[config.mk]
export PLATFORM = sky130hd
export DESIGN_NAME = ram_bist
export DESIGN_NICKNAME = d
export VERILOG_FILES = /design/src/rtl/ram_bist_pkg.sv /design/src/rtl/ram_bist_seq.sv /design/src/rtl/ram_bist_cmp.sv /design/src/rtl/ram_bist.sv
export SDC_FILE = /design/constraint.sdc
export NUM_CORES = 1
export LEC_CHECK = 0
export BUFFER_PORTS_ARGS = -buffer_cell sky130_fd_sc_hd__buf_2
export CELL_PAD_IN_SITES_DETAIL_PLACEMENT = 0
export CELL_PAD_IN_SITES_GLOBAL_PLACEMENT = 1
export CORE_MARGIN = 1
export CORE_UTILIZATION = 25
export CTS_BUF_LIST = sky130_fd_sc_hd__clkbuf_8
export CTS_CLUSTER_DIAMETER = 120
export CTS_CLUSTER_SIZE = 8
export DETAILED_ROUTE_END_ITERATION = 16
export GPL_TIMING_DRIVEN = 1
export PLACE_DENSITY_LB_ADDON = 0.1
export SYNTH_ARGS = -nofsm -noshare
export SYNTH_HDL_FRONTEND = slang
export SYNTH_HIERARCHICAL = 1
export SYNTH_SLANG_ARGS = --single-unit
[constraint.sdc]
create_clock -name clk -period 4.3 [get_ports clk]
set_clock_uncertainty 0.1 [all_clocks]
set_input_delay 1.29 -clock clk [delete_from_list [all_inputs] [get_ports clk]]
set_output_delay 1.29 -clock clk [all_outputs]
set_load 0.02 [all_outputs]
[src/rtl/ram_bist_pkg.sv]
package ram_bist_pkg;

  typedef enum logic [1:0] {
    ALG_MARCH = 2'd0,
    ALG_ACOMP = 2'd1,
    ALG_CHKR  = 2'd2,
    ALG_NONE  = 2'd3
  } alg_e;

  // One RAM operation inside a per-address step.
  typedef struct packed {
    logic wr;        // 1 = write, 0 = read
    logic cpl_addr;  // use the inverted address
    logic inv;       // invert the base data
  } op_t;

  // One pass over the address space.
  typedef struct packed {
    logic [1:0]   last_op;  // index of the final op per address
    logic         down;     // descending address order
    logic         pol;      // whole-pass data inversion
    logic         last_ph;  // final pass of the algorithm
    op_t [2:0]    ops;
  } phase_t;

  function automatic op_t mk_op(input logic wr, input logic cpl, input logic inv);
    op_t o;
    o.wr = wr;
    o.cpl_addr = cpl;
    o.inv = inv;
    return o;
  endfunction

  // Pass table, computed from algorithm and pass index.
  function automatic phase_t phase_decode(input alg_e alg, input logic [2:0] ph);
    phase_t p;
    logic [1:0] j;
    p = '0;
    case (alg)
      ALG_MARCH: begin
        p.pol     = (ph >= 3'd3);
        j         = p.pol ? 2'(ph - 3'd3) : ph[1:0];
        p.last_ph = (ph == 3'd5);
        case (j)
          2'd0: p.ops[0] = mk_op(1'b1, 1'b0, 1'b0);
          2'd1: begin
            p.last_op = 2'd2;
            p.ops[0] = mk_op(1'b0, 1'b0, 1'b0);
            p.ops[1] = mk_op(1'b1, 1'b0, 1'b1);
            p.ops[2] = mk_op(1'b0, 1'b0, 1'b1);
          end
          default: begin
            p.last_op = 2'd2;
            p.down = 1'b1;
            p.ops[0] = mk_op(1'b0, 1'b0, 1'b1);
            p.ops[1] = mk_op(1'b1, 1'b0, 1'b0);
            p.ops[2] = mk_op(1'b0, 1'b0, 1'b0);
          end
        endcase
      end
      ALG_ACOMP: begin
        p.pol     = ph[1];
        p.last_ph = (ph == 3'd3);
        if (!ph[0]) p.ops[0] = mk_op(1'b1, 1'b0, 1'b0);
        else begin
          p.last_op = 2'd1;
          p.ops[0] = mk_op(1'b0, 1'b0, 1'b0);
          p.ops[1] = mk_op(1'b0, 1'b1, 1'b0);
        end
      end
      ALG_CHKR: begin
        p.pol     = ph[1];
        p.last_ph = (ph == 3'd3);
        p.ops[0]  = mk_op(!ph[0], 1'b0, 1'b0);
      end
      default: p.last_ph = 1'b1;
    endcase
    return p;
  endfunction

endpackage

[src/rtl/ram_bist_seq.sv]
module ram_bist_seq
  import ram_bist_pkg::*;
#(
  parameter int AW    = 4,
  parameter int DW    = 8,
  parameter int COL_W = 2
) (
  input  logic          clk,
  input  logic          rst_n,
  input  logic          launch,
  input  logic          halt,
  input  alg_e          alg_in,
  output alg_e          alg_cur,
  output logic          running,
  output logic          seq_last,
  output logic [AW-1:0] mem_addr,
  output logic [DW-1:0] op_data,
  output logic          mem_we,
  output logic          mem_re
);

  localparam logic [AW-1:0] ADDR_TOP = '1;

  // Two-dimensional checkerboard: row bit 0 against column bit 0.
  function automatic logic [DW-1:0] cb_word(input logic [AW-1:0] a);
    logic [DW-1:0] alt;
    for (int i = 0; i < DW; i++) alt[i] = (i % 2) == 1;
    return (a[0] ^ a[COL_W]) ? ~alt : alt;
  endfunction

  logic [2:0]    ph;
  logic [AW-1:0] k;
  logic [1:0]    opi;
  alg_e          alg_q;

  phase_t        cur;
  op_t           op;
  logic [AW-1:0] base;
  logic          op_end, addr_end;

  always_comb begin
    cur      = phase_decode(alg_q, ph);
    op       = cur.ops[opi];
    base     = cur.down ? ~k : k;
    mem_addr = op.cpl_addr ? ~base : base;
    op_data  = ((alg_q == ALG_MARCH) ? '0 : cb_word(mem_addr)) ^ {DW{op.inv ^ cur.pol}};
    op_end   = (opi == cur.last_op);
    addr_end = (k == ADDR_TOP);
  end

  assign seq_last = running && op_end && addr_end && cur.last_ph;
  assign mem_we   = running && op.wr;
  assign mem_re   = running && !op.wr;
  assign alg_cur  = alg_q;

  always_ff @(posedge clk) begin
    if (!rst_n) begin
      running <= 1'b0;
      ph      <= '0;
      k       <= '0;
      opi     <= '0;
      alg_q   <= ALG_NONE;
    end else if (launch) begin
      running <= 1'b1;
      ph      <= '0;
      k       <= '0;
      opi     <= '0;
      alg_q   <= alg_in;
    end else if (halt) begin
      running <= 1'b0;
    end else if (running) begin
      if (!op_end) opi <= opi + 2'd1;
      else begin
        opi <= '0;
        if (!addr_end) k <= k + 1'b1;
        else begin
          k <= '0;
          if (cur.last_ph) running <= 1'b0;
          else ph <= ph + 3'd1;
        end
      end
    end
  end

  // a stop request ends issuing at the next edge
  p_halt_stops_r9: assert property (@(posedge clk) disable iff (!rst_n)
    running && halt && !launch |=> !running);

endmodule

[src/rtl/ram_bist_cmp.sv]
module ram_bist_cmp #(
  parameter int AW = 4,
  parameter int DW = 8
) (
  input  logic          clk,
  input  logic          rst_n,
  input  logic          clear,
  input  logic          rd_issue,
  input  logic [AW-1:0] rd_addr,
  input  logic [DW-1:0] rd_exp,
  input  logic [1:0]    alg,
  input  logic [DW-1:0] mem_rdata,
  output logic          cmp_fire,
  output logic          mismatch,
  output logic          fail_seen,
  output logic [AW-1:0] fail_addr,
  output logic [DW-1:0] fail_exp,
  output logic [DW-1:0] fail_act,
  output logic [1:0]    fail_alg
);

  logic          pend;
  logic [AW-1:0] addr_q;
  logic [DW-1:0] exp_q;

  always_ff @(posedge clk) begin
    if (!rst_n || clear) pend <= 1'b0;
    else pend <= rd_issue;
    addr_q <= rd_addr;
    exp_q  <= rd_exp;
  end

  assign cmp_fire = pend;
  assign mismatch = pend && (mem_rdata != exp_q);

  always_ff @(posedge clk) begin
    if (!rst_n || clear) begin
      fail_seen <= 1'b0;
      fail_addr <= '0;
      fail_exp  <= '0;
      fail_act  <= '0;
      fail_alg  <= '0;
    end else if (mismatch && !fail_seen) begin
      fail_seen <= 1'b1;
      fail_addr <= addr_q;
      fail_exp  <= exp_q;
      fail_act  <= mem_rdata;
      fail_alg  <= alg;
    end
  end

  // captured failure is frozen until the next clear
  p_fail_frozen_r8: assert property (@(posedge clk) disable iff (!rst_n)
    fail_seen && !clear |=> $stable({fail_addr, fail_exp, fail_act, fail_alg}));

endmodule

[src/rtl/ram_bist.sv]
module ram_bist
  import ram_bist_pkg::*;
#(
  parameter int AW    = 4,
  parameter int DW    = 8,
  parameter int COL_W = 2
) (
  input  logic          clk,
  input  logic          rst_n,
  input  logic          start,
  input  logic [1:0]    algo_sel,
  input  logic          stop_on_fail,
  output logic [AW-1:0] mem_addr,
  output logic [DW-1:0] mem_wdata,
  output logic          mem_we,
  output logic          mem_re,
  input  logic [DW-1:0] mem_rdata,
  output logic          busy,
  output logic          done,
  output logic          pass,
  output logic [AW-1:0] fail_addr,
  output logic [DW-1:0] fail_exp,
  output logic [DW-1:0] fail_act,
  output logic [1:0]    fail_algo
);

  localparam int COL_CHK = (COL_W < AW) ? COL_W : 0;

  logic running, seq_last, tail, start_ok, halt;
  logic cmp_fire, mismatch, fail_seen;
  alg_e alg_cur;

  assign busy     = running || tail;
  assign start_ok = start && !busy && (algo_sel != ALG_NONE);
  assign halt     = mismatch && stop_on_fail && busy;
  assign pass     = done && !fail_seen;

  ram_bist_seq #(.AW(AW), .DW(DW), .COL_W(COL_CHK)) u_seq (
    .clk(clk), .rst_n(rst_n), .launch(start_ok), .halt(halt),
    .alg_in(alg_e'(algo_sel)), .alg_cur(alg_cur), .running(running),
    .seq_last(seq_last), .mem_addr(mem_addr), .op_data(mem_wdata),
    .mem_we(mem_we), .mem_re(mem_re)
  );

  ram_bist_cmp #(.AW(AW), .DW(DW)) u_cmp (
    .clk(clk), .rst_n(rst_n), .clear(start_ok), .rd_issue(mem_re),
    .rd_addr(mem_addr), .rd_exp(mem_wdata), .alg(alg_cur),
    .mem_rdata(mem_rdata), .cmp_fire(cmp_fire), .mismatch(mismatch),
    .fail_seen(fail_seen), .fail_addr(fail_addr), .fail_exp(fail_exp),
    .fail_act(fail_act), .fail_alg(fail_algo)
  );

  always_ff @(posedge clk) begin
    if (!rst_n || start_ok) begin
      tail <= 1'b0;
      done <= 1'b0;
    end else if (halt) begin
      tail <= 1'b0;
      done <= 1'b1;
    end else begin
      tail <= seq_last;
      if (tail) done <= 1'b1;
    end
  end

  // every read strobe is followed by a compare cycle
  p_read_then_cmp_r7: assert property (@(posedge clk) disable iff (!rst_n)
    mem_re |=> cmp_fire);
  // a finished run is never busy
  p_done_idle_r10: assert property (@(posedge clk) disable iff (!rst_n)
    done |-> !busy);
  // invalid selection never launches a run
  p_bad_sel_r2: assert property (@(posedge clk) disable iff (!rst_n)
    start && algo_sel == 2'd3 && !busy |=> !busy);

endmodule

# Word-level counts from Yosys, hierarchy flattened
# Index checks and enable logic that the tools add are counted.
# classes
addsub	4
magnitude_cmp	2
n_eq_ne	9
mux	31
n_bitwise	8
n_reduce_logical	29
# ops
operator	n
8-bit two-way mux	2
1-bit logical AND	12
1-bit two-way mux	12
4-bit two-way mux	3
3-bit case mux with 2 select lines	2
3-bit case mux with 3 select lines	1
2-bit two-way mux	4
8-bit inequality test	1
4-bit inverter	2
4-bit case mux with 2 select lines	1
2-bit OR reduction	4
8-bit bitwise XOR	1
3-bit binary-select mux with 2-bit select	1
3-bit two-way mux	2
1-bit logical NOT	5
5-bit AND reduction	1
4-bit by 1-bit adder with 4-bit output (second input constant)	1
2-bit by 1-bit == test with 1-bit output (second input constant)	2
4-bit == test (second input constant)	1
2-bit logical NOT	2
1-bit case mux with 2 select lines	2
2-bit case mux with 2 select lines	1
3-bit by 1-bit adder with 3-bit output (second input constant)	1
3-bit by 2-bit == test with 1-bit output (second input constant)	1
14 further kinds	18
# totals
register_bits	50
word_cells	98

# Logic depth before layout (Yosys ltp)
# Gate-level depths: netlist of the first run.
# depth
depth_word	13
ltp_mapped	9
mapped_depth_nobuf	9

# Cells and area by module
# The synthesis of the first run kept the hierarchy.
# by_module_without_submodules
module	n_inst	cells_per_inst	area_each_um2
ram_bist_cmp	1	125	1272.5
ram_bist_seq	1	124	1046.0
ram_bist	1	12	115.1

# Worst setup path after synthesis of the first run
# OpenSTA, ideal clock, no wires.
# synth_timing
kind	reg2out
startpoint	reg u_seq.ph[0]
endpoint	out mem_wdata[3]
t_arrival_ns	2.449
required_time_ns	2.910
setup_slack_ns	0.461
stages_incl_launch_ff	9
n_path_buf	1
cell_sequence	dfxtp_1 ha_1 ha_1 or3_4 mux2_2 nor3_1 a211oi_1 xnor2_1 buf_4
# synth_between
elab_chain_len	13
word_cells_on_any_way	25
# synth_rtl
element	line_no	text
start: declaration	ram_bist_seq.sv:31	logic [2:0] ph;
start signal: assignment	ram_bist_seq.sv:79	else ph <= ph + 3'd1;
3-bit by 2-bit greater-or-equal comparator with 1-bit output / 2-bit subtractor (equally long branches)	ram_bist_pkg.sv:41, ram_bist_pkg.sv:42	
2-bit two-way mux	ram_bist_pkg.sv:42	j = p.pol ? 2'(ph - 3'd3) : ph[1:0];
2-bit by 1-bit == test with 1-bit output / 2-bit logical NOT (equally long branches)	ram_bist_pkg.sv:44	case (j)
2-bit OR reduction (no source line)	n/a	
1-bit two-way mux	ram_bist_pkg.sv:44	
1-bit two-way mux	ram_bist_pkg.sv:39	case (alg)
4-bit two-way mux	ram_bist_seq.sv:44	base = cur.down ? ~k : k;
4-bit inverter	ram_bist_seq.sv:45	mem_addr = op.cpl_addr ? ~base : base;
4-bit two-way mux	ram_bist_seq.sv:45	
1-bit bitwise XOR	ram_bist_seq.sv:28	return (a[0] ^ a[COL_W]) ? ~alt : alt;
8-bit two-way mux	ram_bist_seq.sv:28	
8-bit two-way mux	ram_bist_seq.sv:46	op_data = ((alg_q == ALG_MARCH) ? '0 : cb_word(mem_addr)) ^ {DW{op.inv ^ cur.pol}};
8-bit bitwise XOR (*)	ram_bist_seq.sv:46	
end: declaration	ram_bist.sv:14	output logic [DW-1:0] mem_wdata,
# Mark *: on every way between the ends. The rest lies on a longest branch, timed or not. The select of a mux whose other input is x is not followed.

# Final worst setup path of the first run
# layout_timing
startpoint	reg u_seq.ph[0]
endpoint	out mem_wdata[4]
# The elaborated chain is that of the path after synthesis.

==> run metrics, run 1 <==
status=finished clean; worst setup path class=flip-flop to primary output; NetSw=0.280 mW; Initial Utilization=26.1%; Reg-to-Reg End=u_seq/k[2]; Pint=between 0.7 and 0.8 mW; GP Congestion=0.729; worst path cell trace=ha_1, ha_1, or3_4, mux2_2, nor3_1, nor3_1, xnor2_2, buf_2; CP max stage cell=or3_4; post-place setup slack=around 360 ps; critical hold path startpoint=u_cmp/addr_q[0]; FF+latch count, synth=50; final max-slew violation count=0; Syn Inst Count=261; setup ws final=261 ps; DIE AREA=between 0.01 and 0.015 mm²; Fillers=1024; RSZ-0062 raised after global routing=false; # H-tree levels=2; Max Fanout on Critical Path=8; cell depth of the worst setup path=8; CP Buf/Inv Count=1; Root Driver=clkbuf_8; WL per Instance=12.6 µm; R2R setup slack=1570 ps; CTS tree=yes; drt total wl=5550 µm; CP required=2910 ps; Flop pwr share=50.4%; die extent in x=101 µm; Vias per Instance=4.25; final hold vios=0; layout cell share with drive strength beyond 1=a little over a quarter; register area share after synthesis=41.1%; reg2reg start=u_cmp/exp_q[6]; predominant post-synthesis flop cell=dfxtp_1; Reg clk slew, reported paths=90 ps; clk_lat worst skew=approximately 300 ps; clk buf depth=2; leakage power=1.28 nW; pin count of the biggest net entering global routing=36; Synth Cell Area=around 0.0024 mm²; initial antenna violation count=0; All-Layer GR Usage=11.5%; hold_buf cts=0; Area growth syn-to-layout=21.3%; # IOs=53; HPWL Detailed=roughly 4300 µm; PD cells=~340 mW/mm²; CTS sink cnt=50; area fraction of the dominant cell type after synthesis=41.1%; sw frac=28.1%; Reg2Reg Depth=10; Yosys cell types=46; cts bufs inserted=5; Final Core Density=31.7%; TritonRoute pass-1 iters=4; Std-Cell Rows=35; Final Setup Violations=0; final period demand of the worst path=4040 ps; DRT antenna net count=0; Worst Hold Class=flip-flop to flip-flop; first-pass GRT wire length=9050 µm; hold depth=2; Register Area=0.00100 mm²; max cap viols=0; crit-path leading delay family=simple AND/OR/NAND/NOR gates; Synth async-reset ratio=0%; post-synth top area cell=dfxtp_1; Core ar.=0.00933 mm²; Synthesis Warnings=6; # port buffers=52; Peak VDD IR=0.000141 V; ranking of synthesized cells by area=dfxtp_1 (41%), mux2i_1 (11%), nand2_1 (8.9%); diode count=0; grt ovf=0; setup tns final=0 ps; Syn Nets=284; Iteration-0 DRC Markers=35; Data arrival, critical path=2650 ps; number of synthesized flops with an enable pin=0; vias in the first global route=1803; Worst Hold Path EP=u_cmp/fail_addr[0]; multi-input combinational cell area=0.00133 mm²; nets=334; Post-CTS Repair Setup Buffers=0; Max Clk Rate=248 MHz; synthesized area per cell=~9.3 µm²; Gate power share=between 15 and 20%; Slew headroom=48.4%; crit path from=u_seq/ph[0]; kind of end point of the critical path=primary output; die extent in y=101 µm; post-CTS sizing=0; DRC=0; Slew @ Worst Pin=772 ps; share of the clock period used by the worst path=93.9%; total number of vias=1873; CP peak stage delay=380 ps; startpoint types=flip-flop; clock share of power=33.4%
## layout by cell type, fill, tap and decap left out, types with 2 or more instances in the layout
cell / Yosys / final
a2111oi_2: 1 / 2
a211oi_1: 4 / 4
a21oi_1: 3 / 3
and2_1: 5 / 5
and3_1: 2 / 2
buf_2: 0 / 52
buf_4: 6 / 8
clkbuf_8: 0 / 5
dfxtp_1: 50 / 50
ha_1: 9 / 9
inv_1: 8 / 9
mux2i_1: 26 / 26
nand2_1: 58 / 58
nand2b_1: 7 / 7
nand3_1: 2 / 2
nor2_1: 5 / 5
nor2b_1: 4 / 3
nor3_1: 5 / 5
nor4_1: 2 / 2
o211ai_1: 2 / 2
o21ai_0: 10 / 10
xnor2_1: 10 / 9
xor2_1: 9 / 9
## per-layer routing
layer	wire (µm)	track usage, %	up-vias
met1	2830	15.5	858
li1	-	-	970
met3	219	2.57	6
met2	2430	18.3	39
met5	0	0	-
met4	65	3.68	0
## stage by stage
stage	hold slack, ps	cell area, µm²	cells	power [mW]
after floorplan	324	2430	261	0.626
after global placement	340	2830	433	0.680
after detailed placement	346	2830	433	0.679
after CTS	357	2940	441	1.02
after global routing	383	2950	441	1.05
final	349	2950	441	0.998
## logic make-up (layout without fill, tap and decap cells)
group	after synthesis	in the layout	synth area share [%]
multiplexers	28	28	12.1
adder cells (fa/ha/maj)	9	9	4.63
buffers and inverters	25	76	5.40
AO/OA/AOI/OAI	31	31	9.36
flip-flops	50	50	41.1
AND/OR/NAND/NOR	98	98	19.9
XOR/XNOR	20	20	7.51
## tightest hold or removal path, cell delays in order, from the launching register on
cell	delay [ps]
dfxtp_1	310
nand2_1	50
mux2i_1	50
## Yosys cell counts (2+ instances only)
cell type	count
nor2b_1	4
o211ai_1	2
and2_1	5
nand2_1	58
mux2i_1	26
nor3_1	5
buf_4	6
buf_6	2
o21ai_0	10
nand2b_1	7
inv_1	8
dfxtp_1	50
ha_1	9
a211oi_1	4
clkbuf_1	8
and3_1	2
xor2_1	9
nor4_1	2
nand3_1	2
a21oi_1	3
xnor2_1	10
nor2_1	5
## layout make-up
type	count	share of cell area, %
inverters	8	1.02
flip-flops and latches	50	33.9
repair buffers	60	10.8
clock inverters	3	1.40
multi-input cells	186	45.0
clock buffers	5	2.33
well taps	129	5.47
## worst max path at each step
stage | slack (ps) | end
after floorplan | 460 | mem_wdata[3]
after global placement | 440 | mem_wdata[6]
after detailed placement | 360 | mem_wdata[0]
after CTS | 10 | mem_wdata[0]
after global routing | 50 | mem_wdata[2]
final | 260 | mem_wdata[4]
## registers in the layout, summed over array words and instances, names as in the netlist
register         flops
u_cmp/exp_q          8
u_cmp/fail_seen      1
u_seq/alg_cur        2
u_seq/k              4
u_cmp/addr_q         4
u_seq/ph             3
tail                 1
u_cmp/cmp_fire       1
u_cmp/fail_addr      4
u_seq/running        1
u_cmp/fail_alg       2
u_seq/opi            2
u_cmp/fail_exp       8
done                 1
u_cmp/fail_act       8
## power groups by stage
stage | Combinational (mW) | Sequential, mW | Clock [mW]
after global routing | 0.178 | 0.507 | 0.367
after CTS | 0.165 | 0.504 | 0.349
after floorplan | 0.112 | 0.514 | 0
final | 0.162 | 0.503 | 0.333
after detailed placement | 0.164 | 0.515 | 0
after global placement | 0.165 | 0.515 | 0
Note: power is estimated with default switching activity, not from simulation.
==> run 2: changes to the inputs <==
--- a/config.mk
+++ b/config.mk
@@ -5,14 +5,14 @@
 export SDC_FILE = /design/constraint.sdc
 export NUM_CORES = 1
 export LEC_CHECK = 0
-export BUFFER_PORTS_ARGS = -buffer_cell sky130_fd_sc_hd__buf_2
+export BUFFER_PORTS_ARGS = -buffer_cell sky130_fd_sc_hd__buf_4
 export CELL_PAD_IN_SITES_DETAIL_PLACEMENT = 0
 export CELL_PAD_IN_SITES_GLOBAL_PLACEMENT = 1
 export CORE_MARGIN = 1
 export CORE_UTILIZATION = 25
 export CTS_BUF_LIST = sky130_fd_sc_hd__clkbuf_8
 export CTS_CLUSTER_DIAMETER = 120
-export CTS_CLUSTER_SIZE = 8
+export CTS_CLUSTER_SIZE = 20
 export DETAILED_ROUTE_END_ITERATION = 16
 export GPL_TIMING_DRIVEN = 1
 export PLACE_DENSITY_LB_ADDON = 0.1
==> run metrics, run 2 (same netlist as run 1, synthesis figures left out) <==
vias in the first global route=1823 (+1.1%); Root Driver=clkbuf_8; drt total wl=5570 µm (+0.43%); initial antenna violation count=0 (unchanged); Max Clk Rate=248 MHz (+0.36%); Slew @ Worst Pin=788 ps (+16.1 ps); grt ovf=0 (unchanged); layout cell share with drive strength beyond 1=26.4% (+0.085 points); setup tns final=0 ps (unchanged); Final Core Density=32.9% (+1.2 points); Core ar.=0.00933 mm² (unchanged); clk buf depth=2 (unchanged); Data arrival, critical path=2630 ps (-20 ps); Top Registers=u_cmp/exp_q x8, u_cmp/fail_act x8, u_cmp/fail_exp x8; # placed instances=432 (-0.23%); diode count=0 (unchanged); # H-tree levels=2 (unchanged); leakage power=1.28 nW (+0.13%); # port buffers=52 (unchanged); most common cell after layout, fill and taps aside=buf_4; Peak VDD IR=0.000154 V (+9.5%); Reg clk slew, reported paths=100 ps (about the same); PD cells=332 mW/mm² (-1.8%); status=finished clean; crit path from=u_seq/ph[0]; reg2reg start=u_cmp/exp_q[6]; final max-slew violation count=0 (unchanged); # IOs=53 (unchanged); Post-CTS Repair Setup Buffers=0 (unchanged); clk_lat worst skew=300 ps (about the same); CP required=2910 ps (about the same); Initial Utilization=26.1% (unchanged); post-CTS sizing=0 (unchanged); Fillers=1009 (-1.5%); Vias per Instance=4.28 (+0.71%); HPWL Detailed=4250 µm (about the same); Max Fanout on Critical Path=13 (+5); Worst Hold Class=flip-flop to flip-flop; Area growth syn-to-layout=26.1%; WL per Instance=12.7 µm (+0.66%); GP Congestion=0.727 (-0.23%); final hold vios=0 (unchanged); kind of end point of the critical path=primary output; startpoint types=flip-flop; total number of vias=1882 (+0.48%); Slew headroom=47.5% (-0.97 points); die extent in x=101 µm (unchanged); critical hold path startpoint=u_cmp/addr_q[2]; DIE AREA=0.0101 mm² (unchanged); worst setup path class=flip-flop to primary output; Final Non-Filler Cells=440 (-0.23%); nets=333 (-0.30%); die extent in y=101 µm (unchanged); final period demand of the worst path=4020 ps (-14.3 ps); TritonRoute pass-1 iters=4 (unchanged); hold_buf cts=0 (unchanged); share of the clock period used by the worst path=93.6% (-0.33 points); pin count of the biggest net entering global routing=29 (-19%); All-Layer GR Usage=11.7% (+0.16 points); CTS tree=yes; Std-Cell Rows=35 (unchanged); first-pass GRT wire length=9100 µm (+0.54%); max cap viols=0 (unchanged); cts bufs inserted=5 (unchanged); DRC=0 (unchanged); DRT antenna net count=0 (unchanged); Iteration-0 DRC Markers=32 (-8.6%); Final Setup Violations=0 (unchanged); CTS sink cnt=50 (unchanged); commonest non-fill, non-tap cells in the layout=buf_4 (59), nand2_1 (58), dfxtp_1 (49); RSZ-0062 raised after global routing=false
[run 2: worst paths after layout]
check	cells past startpoint	end	slack (ps)
worst max-delay path	9	mem_wdata[5]	280
worst min-delay path	2	u_cmp/fail_addr[2]	350
worst max register to register	10	u_seq/k[2]	1520
worst min register to register	2	u_cmp/fail_addr[2]	350
[run 2: power by group]
part           leakage [nW]  internal, mW  switching (mW)
registers             0.406         0.484          0.0182
clock network        0.0563         0.177           0.167
logic                 0.818        0.0733          0.0984
[run 2: layout make-up]
class	count	area, µm²	share of cell area (%)
clock buffer	5	68.8	2.24
tap	129	161	5.26
timing repair buffer	59	443	14.4
sequential	50	1000	32.7
multi-input combinational	186	1320	42.8
clock inverter	3	48.8	1.59
inverter	8	30.0	0.978
[run 2: through the flow]
stage | hold WS (ps) | cell area (µm²) | setup slack (ps) | power [mW]
CTS | 355 | 3060 | 11.8 | 1.04
floorplan | 324 | 2430 | 461 | 0.626
global placement | 335 | 2940 | 394 | 0.690
detailed placement | 340 | 2940 | 383 | 0.689
finish | 350 | 3070 | 275 | 1.02
global route | 379 | 3070 | 95.1 | 1.08
[run 2: critical path, stage by stage (launching register included)]
cell,delay [ps]
dfxtp_2,410
ha_1,220
ha_1,240
or3_4,370
mux2_2,290
nor3_1,240
a211oi_1,100
xnor2_1,140
buf_4,180
buf_4,150
[run 2: routing by layer]
metal / vias up / share of wire (%) / wire, µm / track usage (%)
met3: 2 / 3.7 / 208 / 2.57
met2: 44 / 46 / 2560 / 19.1
li1: 973 / - / - / -
met1: 863 / 50 / 2770 / 15.3
met5: - / 0 / 0 / 0
met4: 0 / 0.65 / 36 / 3.68
